### config.mk
export PLATFORM = sky130hd
export DESIGN_NAME = wpcmd_guard
export DESIGN_NICKNAME = d
export VERILOG_FILES = /design/src/rtl/wpcmd_pkg.sv /design/src/rtl/wpcmd_seq.sv /design/src/rtl/wpcmd_timer.sv /design/src/rtl/wpcmd_guard.sv
export SDC_FILE = /design/constraint.sdc
export NUM_CORES = 1
export LEC_CHECK = 0
export CELL_PAD_IN_SITES_DETAIL_PLACEMENT = 1
export CELL_PAD_IN_SITES_GLOBAL_PLACEMENT = 2
export CORE_MARGIN = 2
export CORE_UTILIZATION = 34
export DETAILED_ROUTE_END_ITERATION = 12
export DONT_BUFFER_PORTS = 1
export GPL_TIMING_DRIVEN = 0
export PLACE_DENSITY = 0.73
export RECOVER_POWER = 25
export SETUP_SLACK_MARGIN = 0.5
export SLEW_MARGIN = 10
export SYNTH_ARGS = -nofsm -noshare
export SYNTH_HDL_FRONTEND = slang
export SYNTH_SLANG_ARGS = --single-unit
### constraint.sdc
create_clock -name clk -period 2 [get_ports clk]
set_clock_uncertainty 0.05 [all_clocks]
set_input_delay 0.4 -clock clk [delete_from_list [all_inputs] [get_ports clk]]
set_output_delay 0.4 -clock clk [all_outputs]
set_load 0.01 [all_outputs]
### src/rtl/wpcmd_pkg.sv
// Shared types and key constants for the write-protect sequence detector.
// Assumes byte-wide data and a 15-bit compared key address.
package wpcmd_pkg;
    localparam int BYTE_W = 8;
    localparam int KEY_AW = 15;

    localparam logic [KEY_AW-1:0] KA_MAIN = 15'h5555;
    localparam logic [KEY_AW-1:0] KA_ALT  = 15'h2AAA;

    localparam logic [BYTE_W-1:0] KD_FIRST  = 8'hAA;
    localparam logic [BYTE_W-1:0] KD_SECOND = 8'h55;
    localparam logic [BYTE_W-1:0] KD_ARM    = 8'hA0;
    localparam logic [BYTE_W-1:0] KD_EXTEND = 8'h80;
    localparam logic [BYTE_W-1:0] KD_DISARM = 8'h20;

    // Matcher progress: S_K1/S_K2 after steps one and two, S_X3..S_X5 in the long key
    typedef enum logic [2:0] {
        S_IDLE, S_K1, S_K2, S_X3, S_X4, S_X5
    } seq_t;

    // Protect change waiting for the end of the write period
    typedef enum logic [1:0] {
        T_KEEP, T_SET, T_CLR
    } tgt_t;
endpackage

### src/rtl/wpcmd_seq.sv
// Key sequence matcher. Advances one step per matching accepted write and
// returns to idle on any mismatch or when the burst closes.
// Assumes stb and clr never coincide (the burst only closes in a write-free cycle).
module wpcmd_seq
    import wpcmd_pkg::*;
#(
    parameter int ADDR_W = 17
) (
    input  logic              clk,
    input  logic              rst_n,
    input  logic              stb,
    input  logic              clr,
    input  logic [ADDR_W-1:0] addr,
    input  logic [BYTE_W-1:0] data,
    output logic              adv,
    output logic              hit_arm,
    output logic              hit_disarm
);
    seq_t state_q, state_d;
    logic at_main, at_alt;

    assign at_main = (addr[KEY_AW-1:0] == KA_MAIN);
    assign at_alt  = (addr[KEY_AW-1:0] == KA_ALT);

    // Next-step decision for the current write
    always_comb begin
        state_d    = state_q;
        adv        = 1'b0;
        hit_arm    = 1'b0;
        hit_disarm = 1'b0;
        if (stb) begin
            state_d = S_IDLE;
            unique case (state_q)
                S_IDLE: if (at_main && data == KD_FIRST)  begin state_d = S_K1; adv = 1'b1; end
                S_K1:   if (at_alt  && data == KD_SECOND) begin state_d = S_K2; adv = 1'b1; end
                S_K2: begin
                    if (at_main && data == KD_ARM) begin
                        adv = 1'b1; hit_arm = 1'b1;
                    end else if (at_main && data == KD_EXTEND) begin
                        state_d = S_X3; adv = 1'b1;
                    end
                end
                S_X3:   if (at_main && data == KD_FIRST)  begin state_d = S_X4; adv = 1'b1; end
                S_X4:   if (at_alt  && data == KD_SECOND) begin state_d = S_X5; adv = 1'b1; end
                S_X5:   if (at_main && data == KD_DISARM) begin adv = 1'b1; hit_disarm = 1'b1; end
                default: state_d = S_IDLE;
            endcase
        end else if (clr) begin
            state_d = S_IDLE;
        end
    end

    // Progress register
    always_ff @(posedge clk) begin
        if (!rst_n) state_q <= S_IDLE;
        else        state_q <= state_d;
    end
endmodule

### src/rtl/wpcmd_timer.sv
// Burst window and write-period timer sharing one counter.
// Opens a burst on an accepted write, closes it after WIN_CYC quiet cycles,
// then holds busy for PROG_CYC cycles and pulses commit on the last one.
module wpcmd_timer #(
    parameter int WIN_CYC  = 4,
    parameter int PROG_CYC = 6
) (
    input  logic clk,
    input  logic rst_n,
    input  logic acc,
    output logic open,
    output logic close,
    output logic busy,
    output logic commit
);
    localparam int MAXC  = (WIN_CYC > PROG_CYC) ? WIN_CYC : PROG_CYC;
    localparam int CNT_W = $clog2(MAXC + 1);
    localparam logic [CNT_W-1:0] WIN_LAST  = CNT_W'(WIN_CYC - 1);
    localparam logic [CNT_W-1:0] PROG_LAST = CNT_W'(PROG_CYC - 1);

    logic [CNT_W-1:0] cnt_q;
    logic             open_q, busy_q;

    assign close  = open_q && !acc && (cnt_q == WIN_LAST);
    assign commit = busy_q && (cnt_q == PROG_LAST);
    assign open   = open_q;
    assign busy   = busy_q;

    // Window / write-period sequencing
    always_ff @(posedge clk) begin
        if (!rst_n) begin
            cnt_q <= '0; open_q <= 1'b0; busy_q <= 1'b0;
        end else if (busy_q) begin
            if (commit) begin busy_q <= 1'b0; cnt_q <= '0; end
            else        cnt_q <= cnt_q + 1'b1;
        end else if (acc) begin
            open_q <= 1'b1; cnt_q <= '0;
        end else if (open_q) begin
            if (close) begin open_q <= 1'b0; busy_q <= 1'b1; cnt_q <= '0; end
            else       cnt_q <= cnt_q + 1'b1;
        end
    end
endmodule

### src/rtl/wpcmd_guard.sv
// Write-protect sequence detector top. Combines the key matcher and the
// burst timer, keeps the persistent protect flag and issues load permits.
// Assumes wr_stb is a one-cycle pulse per completed write cycle.
module wpcmd_guard
    import wpcmd_pkg::*;
#(
    parameter int ADDR_W   = 17,
    parameter int WIN_CYC  = 4,
    parameter int PROG_CYC = 6
) (
    input  logic              clk,
    input  logic              rst_n,
    input  logic              wr_stb,
    input  logic [ADDR_W-1:0] wr_addr,
    input  logic [BYTE_W-1:0] wr_data,
    output logic              load_ok,
    output logic              protect,
    output logic              busy
);
    logic acc, adv, hit_arm, hit_disarm;
    logic open, close, commit;
    logic unlocked_q, load_q;
    logic prot_q = 1'b0;
    tgt_t tgt_q;

    assign acc = wr_stb && !busy;

    wpcmd_seq #(.ADDR_W(ADDR_W)) u_seq (
        .clk(clk), .rst_n(rst_n), .stb(acc), .clr(close),
        .addr(wr_addr), .data(wr_data),
        .adv(adv), .hit_arm(hit_arm), .hit_disarm(hit_disarm)
    );

    wpcmd_timer #(.WIN_CYC(WIN_CYC), .PROG_CYC(PROG_CYC)) u_tmr (
        .clk(clk), .rst_n(rst_n), .acc(acc),
        .open(open), .close(close), .busy(busy), .commit(commit)
    );

    // Burst unlock and pending protect change
    always_ff @(posedge clk) begin
        if (!rst_n) begin
            unlocked_q <= 1'b0;
            tgt_q      <= T_KEEP;
        end else begin
            if (close)                       unlocked_q <= 1'b0;
            else if (hit_arm || hit_disarm)  unlocked_q <= 1'b1;
            if (commit)          tgt_q <= T_KEEP;
            else if (hit_arm)    tgt_q <= T_SET;
            else if (hit_disarm) tgt_q <= T_CLR;
        end
    end

    // Load permit for the byte just captured
    always_ff @(posedge clk) begin
        if (!rst_n) load_q <= 1'b0;
        else        load_q <= acc && !adv && (!prot_q || unlocked_q);
    end

    // Persistent protect flag: no reset, updated only at end of write period
    always_ff @(posedge clk) begin
        if (rst_n && commit) begin
            if (tgt_q == T_SET)      prot_q <= 1'b1;
            else if (tgt_q == T_CLR) prot_q <= 1'b0;
        end
    end

    assign load_ok = load_q;
    assign protect = prot_q;
endmodule

# Word level (Yosys, flattened, before mapping)
# Cells that the tools add are included.
# word_totals
regBits	13
latchBits	0
mem_bits_rw	0
romBits	0
out_inout_bits	3
word_cells	93
memories	0
# op_classes
addsub	1
n_mul	0
n_div	0
order_cmp	0
n_eq_ne	16
shifts	0
muxes	37
n_bitwise	1
reduce_logical	29
# ops
op	count
$mux W3	10
$eq A8 B8 Y1 const B	3
$mux W1	23
$eq A15 B14 Y1 const B	1
$eq A15 B15 Y1 const B	1
$pmux W3 S5	1
$logic_and A1 B1 Y1	12
$eq A3 B2 Y1 const B	3
$eq A3 B3 Y1 const B	3
$eq A8 B6 Y1 const B	1
$eq A8 B7 Y1 const B	1
$reduce_or A2 Y1	4
$reduce_bool A2 Y1	3
$logic_not A1 Y1	4
$mux W2	2
$pmux W1 S4	1
$add A3 B1 Y3 const B	1
$eq A3 B1 Y1 const B	1
$logic_not A3 Y1	1
$reduce_bool A3 Y1	1
$reduce_or A3 Y1	1
$eq A2 B1 Y1 const B	1
$eq A2 B2 Y1 const B	1
$logic_or A1 B1 Y1	2
2 further kinds	2

# Logic depth before layout (Yosys ltp)
# Gate-level depths: netlist (run 1).
# logic_depth
depth_word	9
ltp_mapped	6
ltp_nobuf	6

# Hierarchy
# A second synthesis (run 1) with hierarchy kept.
# unflattened
cells_unflattened	106
hier_area_um2	929.6
# by_module_without_submodules
module	n_inst	cells_each	area_per_inst_um2
wpcmd_seq	1	58	456.7
wpcmd_timer	1	28	251.5
wpcmd_guard	1	20	221.5

# Worst setup path before layout (run 1)
# No wires, ideal clock.
# synth_timing
kind	input port to flip-flop
startpoint	input wr_addr[8]
endpoint	register load_q (netlist: load_ok)
setup_time_ns	0.115
t_arrival_ns	1.507
slack_ns	0.327
path_stages	4
path_cell_list	or4b_4 > nor4_4 > nand3_2 > and3_1
# synth_between
elab_chain_cells	9
word_cells_on_any_way	17
# synth_rtl
item	line_no	source
from (decl)	wpcmd_guard.sv:14	input logic [ADDR_W-1:0] wr_addr,
$eq A15 B15 Y1	wpcmd_seq.sv:22	assign at_main = (addr[KEY_AW-1:0] == KA_MAIN);
$logic_and A1 B1 Y1	wpcmd_seq.sv:39	end else if (at_main && data == KD_EXTEND) begin
$mux W1	wpcmd_seq.sv:39	
$mux W1	wpcmd_seq.sv:37	if (at_main && data == KD_ARM) begin
$pmux W1 S4 (*)	wpcmd_seq.sv:33	unique case (state_q)
$mux W1 (*)	wpcmd_seq.sv:31	if (stb) begin
$logic_not A1 Y1 (*)	wpcmd_guard.sv:56	else load_q <= acc && !adv && (!prot_q || unlocked_q);
$logic_and A1 B1 Y1 (*) (2 in series)	wpcmd_guard.sv:56	
to (signal assigned)	wpcmd_guard.sv:56	
to (decl)	wpcmd_guard.sv:22	logic unlocked_q, load_q;
# Every way passes the cells marked *; elsewhere a longest branch is shown, timed or not.
# A chain may end at the register's enable or synchronous reset.

# Final worst setup path (run 1)
# layout_timing
startpoint	register u_tmr.busy_q (netlist: u_tmr.busy)
endpoint	register tgt_q[1]
# layout_between
elab_chain_cells	4
word_cells_on_any_way	6
# layout_rtl
item	line_no	source
from (decl)	wpcmd_timer.sv:22	logic open_q, busy_q;
from (signal assigned)	wpcmd_timer.sv:32	cnt_q <= '0; open_q <= 1'b0; busy_q <= 1'b0;
from (signal assigned)	wpcmd_timer.sv:34	if (commit) begin busy_q <= 1'b0; cnt_q <= '0; end
from (signal assigned)	wpcmd_timer.sv:39	if (close) begin open_q <= 1'b0; busy_q <= 1'b1; cnt_q <= '0; end
$logic_not A1 Y1	wpcmd_guard.sv:26	assign acc = wr_stb && !busy;
$logic_and A1 B1 Y1	wpcmd_guard.sv:26	
$mux W1	wpcmd_seq.sv:31	
$reduce_or A3 Y1 (no source line)	-	
to (signal assigned)	wpcmd_guard.sv:43	tgt_q <= T_KEEP;
to (signal assigned)	wpcmd_guard.sv:47	if (commit) tgt_q <= T_KEEP;
to (signal assigned)	wpcmd_guard.sv:48	else if (hit_arm) tgt_q <= T_SET;
to (decl)	wpcmd_guard.sv:24	tgt_t tgt_q;
# Parallel ways exist; a longest one is shown, timed or not.

==> results.toml, run 1 <==
[run_status]
outcome = "finished, final reports clean"

[pwr]
worst_ir_drop_vdd_uv = 349
power_density_mw_per_mm2 = 433
p_leak_nw = 0.381

[clock_network]
clkTransAtPathRegs_ns = 0.08
clockRootBuffer = "clkbuf_4"
cts_tree = "done"
cts.sinks = 13
clockBufferDepth = 2
cts_buffers = 3
htree_levels = 1
worstSkewPairLatency_ns = 0.28
ctsHoldBuffers = 0

[finish]
drive_gt1_share_pct = 21.8
finalNetCount = 152
n_fill_cell = 340
design_area_sq_mm = 0.00112
diodes = 0
area_growth_pct = 18.7
fin_util_pct = 41.7

[worst_setup_path]
crit_fanout = 5
worstPathArrival_ns = 1.75
cp-end-kind = "flip-flop"
cp.required_ns = 2.13
rr_endpoint = "tgt_q[1]$_SDFFE_PP0P_"
r2r_start = "u_tmr.busy$_SDFF_PN0_"
worstSetupStartpointType = "flip-flop"
rrSetupSlack_ns = 0.38
critPathLaunch = "u_tmr.busy$_SDFF_PN0_"
path_class = "flip-flop to flip-flop"
endpoint = "tgt_q[1]$_SDFFE_PP0P_"
reg2reg_depth = 5

[sta]
relSlewSlack_pct = 73.1
setup_violations = 0
finalHoldViolations = 0
setup_slack_ns = 0.379
finalCritPeriodShare_pct = 81.0
fin_crit_ns = 1.62
rsz0062_at_grt = "true"
slew_viol_final = 0
worst_slew_pin_slew_ns = 0.404
max_freq_mhz = 617
hold_slack_ns = 0.257
fin_setup_tns_ns = 0

[yosys]
yosysTopAreaCell = "dfxtp_1"
syn_nets = 142
synth-edff-count = 1
synth_common_cells = "dfxtp_1 (12), nand2_1 (12), inv_1 (8)"
ys.flop_type = "dfxtp_1"
syn_area_sq_um = 943
ys.warnings.count = 0
syn_inst = 110
ys_ff_latch = 13
synth_top_area_share_pct = 25.5
postSynthAreaPerCell_sq_um = 8.58
ys_top_cells_by_area = "dfxtp_1 (25%), ha_1 (5.3%), nand2_1 (4.8%)"
ys_types = 41
ys_seq_area_share_pct = 28.6
synthArstFlopShare_pct = 0

[placement]
dp_hpwl_um = 2060
portBuffers = 0
gp_congestion = 0.685
pre_cts_slack_ns = 0.227
placed_cell_area_sq_mm = 0.00102

[global_routing]
grt_pass1_wl_um = 4110
grt_usage_pct = 16.3
grt_pass1_vias = 881
grt_overflow_total = 0
antenna_found_initial = 0
grt_max_degree = 11

[routing]
routed_via_density = 5.73
drt_first_pass_iters = 3
routed_wl_um = 2520
num_vias = 859
wl_per_cell_um = 16.8
antenna_left = 0
drc = 0
drt_iter0_drc = 12

[floorplan]
die_area_sq_mm = 0.00321
num_rows = 19
num_io_pins = 31
die_y_um = 56.7
initial_core_util_pct = 35.1
die_x_um = 56.7
coreArea_sq_mm = 0.00269

[flow_run]
drv_cap = 0

[hold_path]
hp-class = "primary input to flip-flop"
## how the worst min path moves through the flow
stage	start	endpoint	slack, ns	cells after the start
floorplan	unlocked_q$_SDFFE_PP0P_	unlocked_q$_SDFFE_PP0P_	0.39	2
global placement	unlocked_q$_SDFFE_PP0P_	unlocked_q$_SDFFE_PP0P_	0.41	2
detailed placement	unlocked_q$_SDFFE_PP0P_	unlocked_q$_SDFFE_PP0P_	0.42	2
CTS	wr_data[5]	u_seq.state_q[1]$_SDFFE_PN0P_	0.26	3
global route	wr_data[5]	u_seq.state_q[1]$_SDFFE_PN0P_	0.27	3
finish	wr_data[5]	u_seq.state_q[1]$_SDFFE_PN0P_	0.26	3
## flip-flops by register name, summed over array words and instances (netlist names)
register       count
tgt_q              2
u_tmr.cnt_q        3
load_ok            1
u_tmr.open         1
protect            1
u_seq.state_q      3
unlocked_q         1
u_tmr.busy         1
## critical path, stage by stage (launching register included)
cell and delay [ns]:
dfxtp_1 0.34, clkbuf_1 0.18, nor3b_4 0.23, nand3_1 0.10
or4_4 0.45, nor3b_2 0.17
## per-layer routing
layer | routed length (um) | vias to the layer above | track usage [%]
met4 | 19 | 0 | 3.06
met1 | 1130 | 410 | 20.8
met3 | 111 | 3 | 5.07
met2 | 1260 | 14 | 27.1
met5 | 0 | - | 0
li1 | - | 432 | -
## layout make-up
cell class | instances | area (sq um) | share of cell area [%]
Clock buffer | 4 | 26.3 | 2.35
Timing Repair Buffer | 5 | 37.5 | 3.35
Tap cell | 31 | 38.8 | 3.46
Multi-Input combinational cell | 87 | 703 | 62.8
Buffer | 2 | 7.51 | 0.670
Sequential cell | 13 | 277 | 24.7
Inverter | 8 | 30.0 | 2.68
## power by group
part	internal, mW	switching (mW)
clock	0.0776	0.0937
sequential	0.263	0.00374
combinational	0.0238	0.0222
## layout by cell type, fill, tap and decap left out, types with 4 or more instances in the layout
cell and instances:
nand2_1 12, dfxtp_1 9, inv_1 8, nand3_1 7
buf_4 5, and2_1 4, nor2_1 4, and3_1 4
a31oi_1 4
## logic make-up (layout without fill, tap and decap cells)
logic type               count (synthesis)  count (layout)  share of synthesized area, %
AO/OA/AOI/OAI                           21              21                          14.6
flip-flops                              13              13                          28.6
buffers and inverters                   10              19                          4.11
AND/OR/NAND/NOR                         61              61                          46.4
adder cells (fa/ha/maj)                  4               4                          5.31
XOR/XNOR                                 1               1                         0.929
## what timing repair did
item	in CTS	in global routing
gates resized for setup	3	11
endpoints found under the setup margin	10	10
buffers inserted	3	2
pin swaps	5	3
## metrics by stage
step	std cells	total power [mW]
finish	150	0.484
global route	150	0.515
CTS	148	0.490
detailed placement	141	0.314
global placement	141	0.313
floorplan	110	0.306
Note: power is estimated with default switching activity, not from simulation.
==> run 2, diff against run 1 <==
Settings changed: ABC_AREA set to 1, CORE_UTILIZATION 34 to 30, PLACE_DENSITY 0.73 to 0.74.
Clock period 2 ns to 1.65 ns, I/O delays scaled along.
==> results.toml, run 2 <==
[global_routing]
antenna_found_initial = 0
grt_max_degree = 9
grt_pass1_wl_um = 4470
grt_pass1_vias = 1106
grt_usage_pct = 15.8
grt_overflow_total = 0

[worst_setup_path]
crit_fanout = 3
cp.required_ns = 1.82
worstSetupStartpointType = "flip-flop"
worstPathArrival_ns = 1.67
cp_slowest_cell = "dfxtp_4"
path_class = "flip-flop to flip-flop"
cp_top_family = "simple AND/OR/NAND/NOR gates"
crit_buf_inv = 1
cp-end-kind = "flip-flop"
cp_cell_sequence = "ha_4, ha_4, nand2_4, nor2_4, nor2_4, nor2_2, nor2_2, inv_2, nor2_1, a21oi_1, nor2_1"
cpPeakStageDelay_ns = 0.37

[yosys]
ys_seq_area_share_pct = 27.3
syn_area_sq_um = 991
ys.flop_type = "dfxtp_1"
syn_nets = 203
synth_common_cells = "nand2_1 (40), inv_1 (35), nor2_1 (32)"
synthArstFlopShare_pct = 0
synth_top_area_share_pct = 24.2
ys_types = 19
ys.warnings.count = 0
postSynthAreaPerCell_sq_um = 5.80
yosysTopAreaCell = "dfxtp_1"
syn_inst = 171
yosysMostFrequentCell = "nand2_1"
synth-edff-count = 1
ys_ff_latch = 13
ys_top_cells_by_area = "dfxtp_1 (24%), nand2_1 (15%), inv_1 (13%)"

[floorplan]
num_rows = 20
coreArea_sq_mm = 0.00310
die_x_um = 61.5
initial_core_util_pct = 31.9
die_y_um = 61.5
num_io_pins = 31
die_area_sq_mm = 0.00378

[flow_run]
drv_cap = 0

[routing]
drc = 0
antenna_left = 0
routed_via_density = 4.70
drt_first_pass_iters = 4
num_vias = 1086
drt_iter0_drc = 28
routed_wl_um = 2640
wl_per_cell_um = 11.4

[sta]
slew_viol_final = 0
finalHoldViolations = 0
fin_crit_ns = 1.50
worst_slew_pin_slew_ns = 0.286
max_freq_mhz = 666
relSlewSlack_pct = 80.8
fin_setup_tns_ns = 0
finalCritPeriodShare_pct = 91.0
setup_slack_ns = 0.148
setup_violations = 0
rsz0062_at_grt = "true"

[placement]
pre_cts_slack_ns = 0.0961
gp_congestion = 0.769
portBuffers = 0
dp_hpwl_um = 2090

[pwr]
worst_ir_drop_vdd_uv = 250
p_leak_nw = 0.572
power_density_mw_per_mm2 = 487

[finish]
diodes = 0
layout.cells.most_common_list = "nand2_1 (37), inv_1 (33), nor2_1 (28)"
drive_gt1_share_pct = 24.1
finalNetCount = 220
area_growth_pct = 30.9
top_regs = "u_seq.state_q: 3 flops, u_tmr.cnt_q: 3 flops, tgt_q: 2 flops"
layout_commonest_cell = "nand2_1"
n_fill_cell = 429

[run_status]
outcome = "finished, final reports clean"

[clock_network]
ctsHoldBuffers = 0
clockBufferDepth = 2
cts_buffers = 3
clockRootBuffer = "clkbuf_4"
worstSkewPairLatency_ns = 0.28
htree_levels = 1
clkTransAtPathRegs_ns = 0.08
cts.sinks = 13
cts_tree = "done"

[hold_path]
hp-class = "primary input to flip-flop"
-- run 2: repair_timing --
item	in CTS	in global routing
endpoints found under the setup margin	11	13
gates resized for setup	17	8
buffers inserted	7	5
hold endpoints to repair	0	0
pin swaps	9	18
-- run 2: final cells by class --
| class | count | area, sq um | share of cell area, % |
|---|---|---|---|
| Multi-Input combinational cell | 122 | 682 | 52.6 |
| Sequential cell | 13 | 290 | 22.4 |
| Inverter | 36 | 138 | 10.6 |
| Timing Repair Buffer | 12 | 106 | 8.20 |
| Tap cell | 44 | 55.1 | 4.24 |
| Clock buffer | 4 | 26.3 | 2.03 |
-- run 2: worst paths after layout --
| check | start | endpoint | slack (ns) | cells past startpoint |
|---|---|---|---|---|
| worst max register to register | u_tmr.cnt_q[0]$_SDFFE_PN0P_ | u_tmr.cnt_q[2]$_SDFFE_PN0P_ | 0.15 | 11 |
| worst max-delay path | u_tmr.cnt_q[0]$_SDFFE_PN0P_ | u_tmr.cnt_q[2]$_SDFFE_PN0P_ | 0.15 | 11 |
| worst min-delay path | rst_n | u_tmr.open$_SDFFE_PN0N_ | 0.12 | 2 |
| worst min register to register | tgt_q[1]$_SDFFE_PP0P_ | tgt_q[1]$_SDFFE_PP0P_ | 0.41 | 2 |
-- run 2: where the power goes --
part           total (mW)  internal [mW]  switching (mW)
combinational       0.100         0.0452          0.0549
clock               0.205         0.0940           0.111
sequential          0.327          0.317         0.00935
-- run 2: logic make-up (layout without fill, tap and decap cells) --
family | count (synthesis) | in the layout | share of synthesized area [%]
AOI/OAI and AO/OA | 13 | 13 | 7.32
adders and majority gates | 4 | 4 | 5.05
buffers and inverters | 36 | 52 | 13.6
DFF | 13 | 13 | 27.3
and+or+nand+nor | 105 | 105 | 46.7
-- run 2: metal layers --
layer  wire length (um)  vias to the layer above  track usage, %
met2               1330                       19            28.1
met1               1200                      499            18.8
met4                 10                        0            3.65
met5                  0                        -               0
met3                102                        2            4.62
li1                   -                      566               -
-- run 2: through the flow --
step | util [%] | instance area [sq um] | power (mW) | instances | hold slack (ns)
after global routing | 41.8 | 1300 | 0.677 | 231 | 0.119
after global placement | 35.2 | 1090 | 0.408 | 215 | 0.396
final | 41.8 | 1300 | 0.631 | 231 | 0.119
after detailed placement | 35.2 | 1090 | 0.413 | 215 | 0.400
after CTS | 39.7 | 1230 | 0.633 | 226 | 0.129
after floorplan | - | 1040 | 0.397 | 171 | 0.382
